### config.mk
export PLATFORM = sky130hd
export DESIGN_NAME = synth_ctrl_regs
export DESIGN_NICKNAME = d
export VERILOG_FILES = /design/src/rtl/synth_ctrl_pkg.sv /design/src/rtl/synth_sync.sv /design/src/rtl/synth_edge.sv /design/src/rtl/synth_word_regs.sv /design/src/rtl/synth_ctrl_regs.sv
export SDC_FILE = /design/constraint.sdc
export NUM_CORES = 1
export LEC_CHECK = 0
export CAP_MARGIN = 20
export CORE_ASPECT_RATIO = 1.4
export CORE_MARGIN = 5
export CORE_UTILIZATION = 50
export DETAILED_ROUTE_END_ITERATION = 8
export GPL_ROUTABILITY_DRIVEN = 0
export PLACE_DENSITY = 0.77
export RECOVER_POWER = 25
export SYNTH_ARGS = -nofsm -noshare
export SYNTH_HDL_FRONTEND = slang
export SYNTH_SLANG_ARGS = --single-unit
export TNS_END_PERCENT = 50
### constraint.sdc
create_clock -name clk_i -period 3.07 [get_ports clk_i]
set_input_delay 0.307 -clock clk_i [delete_from_list [all_inputs] [get_ports clk_i]]
set_output_delay 0.307 -clock clk_i [all_outputs]
set_load 0.1 [all_outputs]
### src/rtl/synth_ctrl_pkg.sv
package synth_ctrl_pkg;
  localparam int M_W    = 9;
  localparam int R_W    = 6;
  localparam int A_W    = 4;
  localparam int ENH_W  = 8;
  localparam int BUS_W  = 8;
  localparam int WORD_W = 1 + M_W + R_W + A_W;

  // strobe vector positions
  localparam int STB_SCLK = 0;
  localparam int STB_EWR  = 1;
  localparam int STB_M1   = 2;
  localparam int STB_M2   = 3;
  localparam int STB_A    = 4;
  localparam int STB_HOP  = 5;
  localparam int NUM_STB  = 6;

  typedef struct packed {
    logic           pre_en;
    logic [M_W-1:0] m;
    logic [R_W-1:0] r;
    logic [A_W-1:0] a;
  } ctrl_word_t;

  typedef enum logic [1:0] {
    MODE_PAR = 2'd0,
    MODE_SER = 2'd1,
    MODE_DIR = 2'd2
  } if_mode_e;

  function automatic if_mode_e decode_mode(input logic bmode, input logic smode);
    if (bmode)      return MODE_DIR;
    else if (smode) return MODE_SER;
    else            return MODE_PAR;
  endfunction
endpackage

### src/rtl/synth_sync.sv
module synth_sync #(
  parameter int W      = 1,
  parameter int STAGES = 2
) (
  input  logic         clk_i,
  input  logic         rst_ni,
  input  logic [W-1:0] d_i,
  output logic [W-1:0] q_o
);
  logic [W-1:0] stg_q [STAGES];

  always_ff @(posedge clk_i or negedge rst_ni) begin
    if (!rst_ni) begin
      for (int i = 0; i < STAGES; i++) stg_q[i] <= '0;
    end else begin
      stg_q[0] <= d_i;
      for (int i = 1; i < STAGES; i++) stg_q[i] <= stg_q[i-1];
    end
  end

  assign q_o = stg_q[STAGES-1];
endmodule

### src/rtl/synth_edge.sv
module synth_edge #(
  parameter int W      = 1,
  parameter int STAGES = 2
) (
  input  logic         clk_i,
  input  logic         rst_ni,
  input  logic [W-1:0] pin_i,
  output logic [W-1:0] rise_o
);
  logic [W-1:0] lvl, prev_q;

  synth_sync #(.W(W), .STAGES(STAGES)) u_sync (
    .clk_i (clk_i),
    .rst_ni(rst_ni),
    .d_i   (pin_i),
    .q_o   (lvl)
  );

  always_ff @(posedge clk_i or negedge rst_ni) begin
    if (!rst_ni) prev_q <= '0;
    else         prev_q <= lvl;
  end

  assign rise_o = lvl & ~prev_q;

  // one pulse per edge, so one hop or shift per strobe
  single_pulse_chk: assert property (@(posedge clk_i) disable iff (!rst_ni)
    (|rise_o) |=> ((rise_o & $past(rise_o)) == '0));
endmodule

### src/rtl/synth_word_regs.sv
module synth_word_regs
  import synth_ctrl_pkg::*;
(
  input  logic               clk_i,
  input  logic               rst_ni,
  input  if_mode_e           mode_i,
  input  logic [NUM_STB-1:0] rise_i,
  input  logic               ewr_i,
  input  logic               sdata_i,
  input  logic [BUS_W-1:0]   d_i,
  output ctrl_word_t         prim_o,
  output ctrl_word_t         sec_o,
  output logic [ENH_W-1:0]   enh_o
);
  ctrl_word_t       prim_q, prim_d, sec_q, sec_d;
  logic [ENH_W-1:0] enh_q, enh_d;

  always_comb begin
    prim_d = prim_q;
    sec_d  = sec_q;
    enh_d  = enh_q;
    case (mode_i)
      MODE_SER: begin
        if (rise_i[STB_SCLK]) begin
          if (ewr_i) enh_d  = {enh_q[ENH_W-2:0], sdata_i};
          else       prim_d = ctrl_word_t'({prim_q[WORD_W-2:0], sdata_i});
        end
      end
      MODE_PAR: begin
        if (rise_i[STB_M1]) begin
          prim_d.pre_en        = d_i[BUS_W-1];
          prim_d.m[M_W-3:0]    = d_i[BUS_W-2:0];
        end
        if (rise_i[STB_M2]) begin
          prim_d.r[R_W-1:R_W-2] = d_i[3:2];
          prim_d.m[M_W-1:M_W-2] = d_i[1:0];
        end
        if (rise_i[STB_A]) begin
          prim_d.r[A_W-1:0] = d_i[BUS_W-1:A_W];
          prim_d.a          = d_i[A_W-1:0];
        end
        if (rise_i[STB_EWR]) enh_d = d_i;
      end
      default: ;
    endcase
    // hop takes the word as it stood before this cycle's writes
    if (mode_i != MODE_DIR && rise_i[STB_HOP]) sec_d = prim_q;
  end

  always_ff @(posedge clk_i or negedge rst_ni) begin
    if (!rst_ni) begin
      prim_q <= '0;
      sec_q  <= '0;
      enh_q  <= '0;
    end else begin
      prim_q <= prim_d;
      sec_q  <= sec_d;
      enh_q  <= enh_d;
    end
  end

  assign prim_o = prim_q;
  assign sec_o  = sec_q;
  assign enh_o  = enh_q;


  hop_copy_chk: assert property (@(posedge clk_i) disable iff (!rst_ni)
    (mode_i != MODE_DIR && rise_i[STB_HOP]) |=> (sec_q == $past(prim_q)));


  direct_hold_chk: assert property (@(posedge clk_i) disable iff (!rst_ni)
    (mode_i == MODE_DIR) |=> ($stable(prim_q) && $stable(sec_q) && $stable(enh_q)));


  enh_par_load_chk: assert property (@(posedge clk_i) disable iff (!rst_ni)
    (mode_i == MODE_PAR && rise_i[STB_EWR]) |=> (enh_q == $past(d_i)));


  ser_enh_keeps_prim_chk: assert property (@(posedge clk_i) disable iff (!rst_ni)
    (mode_i == MODE_SER && ewr_i) |=> $stable(prim_q));


  par_no_field_strobe_chk: assert property (@(posedge clk_i) disable iff (!rst_ni)
    (mode_i == MODE_PAR && !rise_i[STB_M1] && !rise_i[STB_M2] && !rise_i[STB_A])
      |=> $stable(prim_q));
endmodule

### src/rtl/synth_ctrl_regs.sv
module synth_ctrl_regs
  import synth_ctrl_pkg::*;
#(
  parameter int SYNC_STAGES = 2
) (
  input  logic             clk_i,
  input  logic             rst_ni,
  input  logic             bmode_i,
  input  logic             smode_i,
  input  logic             fsel_i,
  input  logic             sclk_i,
  input  logic             sdata_i,
  input  logic             ewr_i,
  input  logic             m1_wr_i,
  input  logic             m2_wr_i,
  input  logic             a_wr_i,
  input  logic             hop_wr_i,
  input  logic [BUS_W-1:0] d_i,
  input  logic [M_W-1:0]   dir_m_i,
  input  logic [A_W-1:0]   dir_a_i,
  input  logic             dir_pre_en_i,
  output logic [M_W-1:0]   m_o,
  output logic [R_W-1:0]   r_o,
  output logic [A_W-1:0]   a_o,
  output logic             pre_en_o,
  output logic [ENH_W-1:0] enh_o
);
  localparam int DATA_W = BUS_W + 2;

  if_mode_e           mode;
  logic [NUM_STB-1:0] stb_pins, stb_rise;
  logic [DATA_W-1:0]  data_s;
  ctrl_word_t         prim_w, sec_w, sel_w;

  assign mode = decode_mode(bmode_i, smode_i);

  always_comb begin
    stb_pins           = '0;
    stb_pins[STB_SCLK] = sclk_i;
    stb_pins[STB_EWR]  = ewr_i;
    stb_pins[STB_M1]   = m1_wr_i;
    stb_pins[STB_M2]   = m2_wr_i;
    stb_pins[STB_A]    = a_wr_i;
    stb_pins[STB_HOP]  = hop_wr_i;
  end

  synth_edge #(.W(NUM_STB), .STAGES(SYNC_STAGES)) u_stb_edge (
    .clk_i (clk_i),
    .rst_ni(rst_ni),
    .pin_i (stb_pins),
    .rise_o(stb_rise)
  );

  // same depth as the strobes so data lines up with the detected edge
  synth_sync #(.W(DATA_W), .STAGES(SYNC_STAGES)) u_data_sync (
    .clk_i (clk_i),
    .rst_ni(rst_ni),
    .d_i   ({ewr_i, sdata_i, d_i}),
    .q_o   (data_s)
  );

  synth_word_regs u_regs (
    .clk_i  (clk_i),
    .rst_ni (rst_ni),
    .mode_i (mode),
    .rise_i (stb_rise),
    .ewr_i  (data_s[DATA_W-1]),
    .sdata_i(data_s[BUS_W]),
    .d_i    (data_s[BUS_W-1:0]),
    .prim_o (prim_w),
    .sec_o  (sec_w),
    .enh_o  (enh_o)
  );

  assign sel_w = fsel_i ? prim_w : sec_w;

  always_comb begin
    r_o = sel_w.r;
    if (mode == MODE_DIR) begin
      m_o      = dir_m_i;
      a_o      = dir_a_i;
      pre_en_o = dir_pre_en_i;
    end else begin
      m_o      = sel_w.m;
      a_o      = sel_w.a;
      pre_en_o = sel_w.pre_en;
    end
  end
endmodule

# After elaboration in Yosys (flattened, before gate mapping)
# Cells that the tools add are included.
# W data, S select, Z words.
classes:
  n_reduce_logical: 7
  muxes: 18
  bitwise_logic: 2
  n_eq_ne: 10
op_table:
  columns: ["operator", "n"]
  rows:
  - ["$mux W20", 3]
  - ["$pmux W20 S2", 1]
  - ["$mux W8", 4]
  - ["$ne A2 B2 Y1 const B", 8]
  - ["$pmux W8 S2", 1]
  - ["$reduce_and A4 Y1", 4]
  - ["$mux W9", 1]
  - ["$mux W7", 1]
  - ["$and A6 B6 Y6", 1]
  - ["$mux W2", 3]
  - ["$not A6 Y6", 1]
  - ["$mux W4", 1]
  - ["$mux W1", 3]
  - ["$eq A2 B1 Y1 const B", 1]
  - ["$eq A2 B2 Y1 const B", 1]
  - ["$logic_not A2 Y1", 1]
  - ["$reduce_bool A2 Y1", 1]
  - ["$logic_and A1 B1 Y1", 1]
totals:
  elab_cells: 53
  reg_bits: 86

# Longest topological paths before layout
# Gate-level depths: netlist of run 1.
depth:
  word_depth: 5
  depth_mapped: 6
  mapped_depth_nobuf: 4

# Hierarchy
# A second synthesis of run 1 with hierarchy kept.
unflattened:
  cells_unflattened: 289
  hier_area_um2: 3726.1
modules_own_cells:
  columns: ["module", "area_per_inst_um2", "seq_area_each_um2", "instances", "cells_each"]
  rows:
  - ["synth_word_regs", 2177.1, 1201.2, 1, 175]
  - ["synth_sync at u_data_sync", 575.6, 500.5, 1, 30]
  - ["synth_ctrl_regs", 395.4, 0.0, 1, 54]
  - ["synth_sync at u_stb_edge.u_sync", 345.3, 300.3, 1, 18]
  - ["synth_edge", 232.7, 150.1, 1, 12]

# Least setup slack after synthesis of run 1
# Ideal clock, no wire load.
synth_timing:
  path_kind: "input -> output"
  from: "in fsel_i"
  to: "out a_o[1]"
  path_stages: 3
  setup_slack_ns: -0.237
  arrival_ns: 3.000
  required_time_ns: 2.763
  n_path_buf: 1
  path_cell_list: "clkbuf_1 mux2i_1 o21ai_0"
synth_between:
  elab_chain_len: 2
synth_lines:
  columns: ["element", "line", "text"]
  rows:
  - ["start, declared", "synth_ctrl_regs.sv:10", "input logic fsel_i,"]
  - ["$mux W20", "synth_ctrl_regs.sv:75", "assign sel_w = fsel_i ? prim_w : sec_w;"]
  - ["$mux W4", "synth_ctrl_regs.sv:79", "if (mode == MODE_DIR) begin"]
  - ["end, declared", "synth_ctrl_regs.sv:24", "output logic [A_W-1:0] a_o,"]
# No other way between the ends.

# Worst setup path after layout of run 1
layout_timing:
  from: "in fsel_i"
  to: "out m_o[7]"
layout_between:
  elab_chain_len: 2
layout_lines:
  columns: ["element", "line", "text"]
  rows:
  - ["$mux W20", "synth_ctrl_regs.sv:75", null]
  - ["$mux W9", "synth_ctrl_regs.sv:79", null]
  - ["end, declared", "synth_ctrl_regs.sv:22", "output logic [M_W-1:0] m_o,"]
# No other way between the ends.

==> impl_metrics.py, run 1 <==
metrics = {
    "sta": {
        "relSlewSlack_pct": 21.8,
        "skew_ns": 0.00764,
        "setup_viol": 0,
        "clock.fmax_mhz": 488,
        "maxSlewViolCount": 0,
        "finalWorstSetupSlack_ns": 1.02,
        "worst_pin_slew_ns": 1.17,
        "rsz0062_at_grt": "false",
        "hold_viol": 0,
        "fin_hold_ws_ns": 0.349,
        "finalCritPeriodShare_pct": 66.7,
        "period_minus_slack_ns": 2.05,
    },
    "floorplan": {
        "die_width_um": 79.9,
        "rows": 35,
        "io_pins": 62,
        "dieHeight_um": 108,
        "start_util_pct": 51.7,
        "fp.dieArea_um2": 8620,
        "core_um2": 6610,
    },
    "placed_design": {
        "dpl_cell_area_um2": 4280,
        "hpwlAfterDp_um": 4410,
        "io_buffers": 61,
        "pre_cts_ws_ns": 0.950,
    },
    "routing": {
        "post_drt_wl_per_cell_um": 14.2,
        "dr.first_iter.drc_count": 107,
        "routed_via_density": 4.96,
        "drtPass1Iterations": 4,
        "drc": 0,
        "num_vias": 2147,
        "ant_nets": 0,
        "wl_um": 6130,
    },
    "logic_synthesis": {
        "yosysTopAreaCell": "dfrtp_1",
        "ys_warn_count": 0,
        "ys_seq_area_share_pct": 61.4,
        "synth_fa_ha_area_share_pct": 0,
        "synth_cells": 272,
        "synth_cell_types": 22,
        "netlist_area_um2": 3420,
        "synthFlopType": "dfrtp_1",
        "synthTopCellsByArea": "dfrtp_1, mux2_2, mux2_4, nand2_1, mux2i_1",
        "avgSynthCellArea_um2": 12.6,
        "syn_nets": 306,
        "synthXorXnorAreaFrac_pct": 0,
        "yosys-top-cells-count": "dfrtp_1, nand2_1, mux2_2",
        "synth-seq-cells": 84,
        "synth_top_family_by_area": "multiplexers",
        "synth.most_common_cell": "dfrtp_1",
        "synth_edf_count": 0,
        "synth-async-reset-ratio_pct": 100,
        "synth-compound-area-share_pct": 6.11,
        "synth-simple-area-share_pct": 8.41,
        "muxShareOfSynthArea_pct": 21.1,
        "synth_top_area_share_pct": 61.4,
    },
    "setup_path": {
        "end_kind": "primary output",
        "crit_family": "buffers and inverters",
        "arrival_ns": 1.74,
        "critPathMaxStageDelay_ns": 0.47,
        "required_ns": 2.76,
        "critPathSlowestCell": "clkdlybuf4s50_1",
        "critPathLaunchType": "primary input",
        "path_class": "in2out",
        "critPathMaxFanout": 20,
        "path_cells": "clkdlybuf4s50_1 > buf_4 > mux2i_1 > o21ai_0 > buf_12",
        "path_buf_inv": 3,
    },
    "clock_tree": {
        "cts_resized": 0,
        "clock_latency_ns": 0.35,
        "post_cts_buffers": 0,
        "cts_tree": "built",
        "cts-buffers-inserted": 9,
        "clockRootBuffer": "clkbuf_8",
        "clock_path_buffers": 2,
        "clkTransAtPathRegs_ns": 0.07,
        "htreeDepth": 3,
        "clock_sinks": 84,
    },
    "grt": {
        "overflow": 0,
        "grt_pass1_vias": 2140,
        "grt_use_total_pct": 15.4,
        "grt_pass1_wl_um": 10100,
        "antenna_found_initial": 0,
        "grt_max_degree": 85,
    },
    "job": {
        "drv_cap": 0,
    },
    "pwr": {
        "power.leakage_nw": 2.21,
        "power_mw": 4.23,
        "powerDensity_nw_per_um2": 936,
        "ir_drop_mv": 0.512,
    },
    "finish": {
        "layout.nets": 370,
        "finalCoreUtilization_pct": 68.3,
        "design_area_um2": 4520,
        "area_growth_pct": 32.1,
        "n_antenna_cell": 0,
        "drive_gt1_share_pct": 27.6,
    },
    "status": {
        "status": "finished, final reports clean",
    },
    "min_path": {
        "hold_path_class": "reg2reg",
    },
}
-- placed cells by master, fill, tap and decap left out, types with 2 or more instances in the layout --
| cell type | Yosys | final |
|---|---|---|
| dfrtp_1 | 84 | 84 |
| nand2_1 | 60 | 60 |
| mux2_2 | 27 | 27 |
| buf_12 | 0 | 20 |
| clkdlybuf4s50_1 | 0 | 17 |
| mux2i_1 | 16 | 16 |
| dlygate4sd3_1 | 0 | 16 |
| mux2_4 | 15 | 15 |
| a21oi_1 | 12 | 12 |
| buf_4 | 0 | 12 |
| clkbuf_8 | 0 | 10 |
| o21ai_0 | 15 | 8 |
| o21ai_1 | 1 | 8 |
| a21o_1 | 8 | 8 |
| inv_1 | 6 | 6 |
| or3_1 | 3 | 3 |
| mux2_1 | 3 | 3 |
| nor2_1 | 2 | 2 |
| clkinv_2 | 0 | 2 |
| clkinvlp_4 | 0 | 2 |
-- cell type report --
cell class | instances | area (um^2)
Fill cell | 468 | 2090
Clock buffer | 10 | 138
Timing Repair Buffer | 67 | 852
Clock inverter | 6 | 63.8
Tap cell | 92 | 115
Inverter | 6 | 22.5
Multi-Input combinational cell | 168 | 1220
Sequential cell | 84 | 2100
-- flip-flops by register name, indices dropped and copies added (netlist names) --
name,flops
u_data_sync.stg_q,9
u_regs.sec_o,20
u_data_sync.q_o,9
u_stb_edge.u_sync.q_o,6
u_regs.enh_o,8
u_stb_edge.u_sync.stg_q,6
u_regs.prim_o,20
u_stb_edge.prev_q,6
-- report_power, final --
group          switching [mW]  leakage [nW]  internal [mW]
Sequential              0.220          1.02           1.39
Clock                   0.368        0.0983          0.396
Combinational            1.12          1.09          0.731
Total                    1.71          2.21           2.52
-- through the flow --
step                instances  TNS [ns]
floorplan                 272     -1.33
global placement          415         0
detailed placement        415         0
CTS                       431         0
global route              433         0
finish                    433         0
-- final timing paths --
path / from / cells after the start / endpoint / slack (ns)
min in group asynchronous: rst_ni / 2 / u_regs.sec_o[9] / 0.70
max in group asynchronous: rst_ni / 3 / u_data_sync.q_o[5] / 1.50
max: fsel_i / 5 / m_o[7] / 1.02
min: u_data_sync.stg_q[12] / 0 / u_data_sync.q_o[2] / 0.35
max reg2reg: u_stb_edge.prev_q[0] / 3 / u_regs.prim_o[7] / 1.28
min reg2reg: u_data_sync.stg_q[12] / 0 / u_data_sync.q_o[2] / 0.35
-- logic make-up after synthesis --
kind of cell | after synthesis
AOI/OAI and AO/OA | 37
buffers and inverters | 20
DFF | 84
muxes | 61
and+or+nand+nor | 70
-- per-layer routing --
metal	global-route usage (%)	vias to the layer above	routed length (um)
li1	-	1041	-
met1	18.6	1039	2560
met2	24.8	56	3010
met3	3.18	11	378
met4	10.0	0	179
met5	0	-	0
-- what timing repair did --
action                     4_1_cts  5_1_grt
hold buffers                     0        1
setup endpoints to repair        0        0
hold endpoints to repair         0       20
Power figures use the tool's default switching activity.
==> run 2: changes to the inputs <==
==> constraint.sdc (replaced) <==
create_clock -name clk_i -period 1.9 [get_ports clk_i]
set_input_delay 0.19 -clock clk_i [delete_from_list [all_inputs] [get_ports clk_i]]
set_output_delay 0.19 -clock clk_i [all_outputs]
set_load 0.1 [all_outputs]
==> run 2 against run 1 <==
  * Via count shrank 0.56%
  * Non-clock buffer count is 4 higher
  * Wire length fell by 1.2%
  * Cell area up 1.8%
  * Setup slack worse by 0.83 ns
  * Die area unchanged
  * Register-to-register slack lost 1.0 ns
  * Largest power group unchanged
==> impl_metrics.py, run 2 (synthesis results as in run 1) <==
metrics = {
    "status": {
        "status": "finished, final reports clean",
    },
    "pwr": {
        "powerDensity_nw_per_um2": 1490,
        "switching_share_pct": 40.2,
        "clkPwrFrac_pct": 17.6,
        "seqPwrFrac_pct": 38.1,
        "intPower_mw": 4.10,
        "switching_power_mw": 2.76,
        "p_comb_share_pct": 44.2,
        "ir_drop_mv": 0.786,
        "power.leakage_nw": 2.25,
        "power_mw": 6.86,
    },
    "clock_tree": {
        "clock_sinks": 84,
        "htreeDepth": 3,
        "clkTransAtPathRegs_ns": 0.08,
        "clockRootBuffer": "clkbuf_8",
        "cts_tree": "built",
        "cts-buffers-inserted": 9,
        "clock_latency_ns": 0.34,
        "clock_path_buffers": 2,
    },
    "setup_path": {
        "arrival_ns": 1.52,
        "critPathSlowestCell": "clkdlybuf4s50_1",
        "rrSetupSlack_ns": 0.24,
        "end_kind": "primary output",
        "rr_startpoint": "u_stb_edge.u_sync.q_o[0]",
        "crit_path_frequent_cell": "buf_12",
        "path_class": "in2out",
        "reg2reg_to": "u_regs.prim_o[13]",
        "required_ns": 1.71,
        "critPathMaxFanout": 28,
        "critPathLaunchType": "primary input",
        "rr_worst_depth": 5,
        "critPathMaxStageDelay_ns": 0.57,
        "path_cells": "clkdlybuf4s50_1 > buf_4 > buf_12 > nand2_1 > o21ai_1 > buf_12",
    },
    "sta": {
        "clock.fmax_mhz": 585,
        "hold_viol": 0,
        "fin_hold_ws_ns": 0.351,
        "relSlewSlack_pct": 55.4,
        "maxSlewViolCount": 0,
        "period_minus_slack_ns": 1.71,
        "setup_viol": 0,
        "finalCritPeriodShare_pct": 90.0,
        "rsz0062_at_grt": "false",
        "fin_tns_setup_ns": 0,
        "worst_pin_slew_ns": 0.669,
        "skew_ns": 0.00437,
    },
    "min_path": {
        "min_path_cells": 0,
        "holdPathEnd": "u_data_sync.q_o[0]",
        "hold_path_class": "reg2reg",
        "hp-start": "u_data_sync.stg_q[10]",
    },
    "floorplan": {
        "die_width_um": 79.9,
        "start_util_pct": 51.7,
        "dieHeight_um": 108,
        "rows": 35,
        "core_um2": 6610,
        "fp.dieArea_um2": 8620,
        "io_pins": 62,
    },
    "finish": {
        "fillers": 467,
        "layout.nets": 374,
        "n_antenna_cell": 0,
        "final_cell_mix": "dfrtp_1, nand2_1, mux2_2",
        "drive_gt1_share_pct": 30.1,
        "finalCoreUtilization_pct": 69.5,
        "final_common_cell": "dfrtp_1",
        "area_growth_pct": 34.4,
    },
    "grt": {
        "grt_pass1_wl_um": 10400,
        "antenna_found_initial": 0,
        "overflow": 0,
        "grt_max_degree": 59,
        "grt_use_total_pct": 15.7,
        "grt_pass1_vias": 2156,
    },
    "routing": {
        "wl_um": 6060,
        "num_vias": 2135,
        "post_drt_wl_per_cell_um": 13.9,
        "routed_via_density": 4.89,
        "ant_nets": 0,
        "drc": 0,
        "drtPass1Iterations": 4,
        "dr.first_iter.drc_count": 81,
    },
    "placed_design": {
        "hpwlAfterDp_um": 4550,
        "io_buffers": 61,
    },
    "job": {
        "drv_cap": 0,
    },
}
-- run 2: cell count changes in the layout (fill, tap and decap cells not counted), sizes merged --
cell      change
buf           +4
clkinvlp      -2
clkbuf        +2
-- run 2: repair_timing --
| item | in CTS | in global routing |
|---|---|---|
| hold endpoints to repair | 26 | 0 |
| hold buffers | 1 | 0 |
| resized for setup | 0 | 0 |
| buffers inserted | 0 | 0 |
-- run 2: power groups by stage --
stage	Combinational, mW	Sequential, mW	Clock, mW
after floorplan	1.84	2.83	0
after global placement	3.02	2.61	0
after global routing	3.17	2.68	1.33
after detailed placement	3.07	2.65	0
after CTS	3.08	2.62	1.24
final	3.03	2.61	1.21
-- run 2: critical path: cells and delay by family --
kind	cells	cell delay, ns
buf+inv	4	1.12
compound gates	1	0.14
simple gates	1	0.06
-- run 2: final cells by class --
class                           count  area [um^2]  area share, %
Clock buffer                       12          145           3.16
Clock inverter                      4         48.8           1.06
Inverter                            6         22.5          0.490
Multi-Input combinational cell    168         1250           27.2
Sequential cell                    84         2100           45.7
Tap cell                           92          115           2.50
Timing Repair Buffer               71          913           19.9
-- run 2: how the worst max path moves through the flow --
stage	from	end	slack, ns	cells past startpoint
2_1_floorplan	fsel_i	m_o[5]	-0.42	3
3_3_place_gp	smode_i	u_regs.prim_o[0]	0.04	4
3_5_place_dp	smode_i	u_regs.prim_o[0]	0.008	4
4_1_cts	bmode_i	m_o[7]	0.19	6
5_1_grt	bmode_i	a_o[0]	0.12	6
6_report	bmode_i	a_o[3]	0.19	6
-- run 2: metrics by stage --
stage / instance area [um^2] / instances / worst slack, ns
floorplan: 3450 / 272 / -0.424
global placement: 4400 / 420 / 0.0418
detailed placement: 4400 / 420 / 0.00788
CTS: 4600 / 437 / 0.185
global route: 4600 / 437 / 0.115
finish: 4600 / 437 / 0.190
-- run 2: metal layers --
| layer | GRT usage (%) | part of all wire [%] |
|---|---|---|
| met5 | 0 | 0 |
| met4 | 7.61 | 2.1 |
| met3 | 3.60 | 6.4 |
| met2 | 25.2 | 50 |
| met1 | 19.7 | 42 |
==> run 3: changes to the inputs <==
--- a/config.mk
+++ b/config.mk
@@ -5,7 +5,6 @@
 export SDC_FILE = /design/constraint.sdc
 export NUM_CORES = 1
 export LEC_CHECK = 0
-export CAP_MARGIN = 20
 export CORE_ASPECT_RATIO = 1.4
 export CORE_MARGIN = 5
 export CORE_UTILIZATION = 50
==> results of run 3 <==
Same layout as run 2: the final DEF is identical, and so are final timing and power.
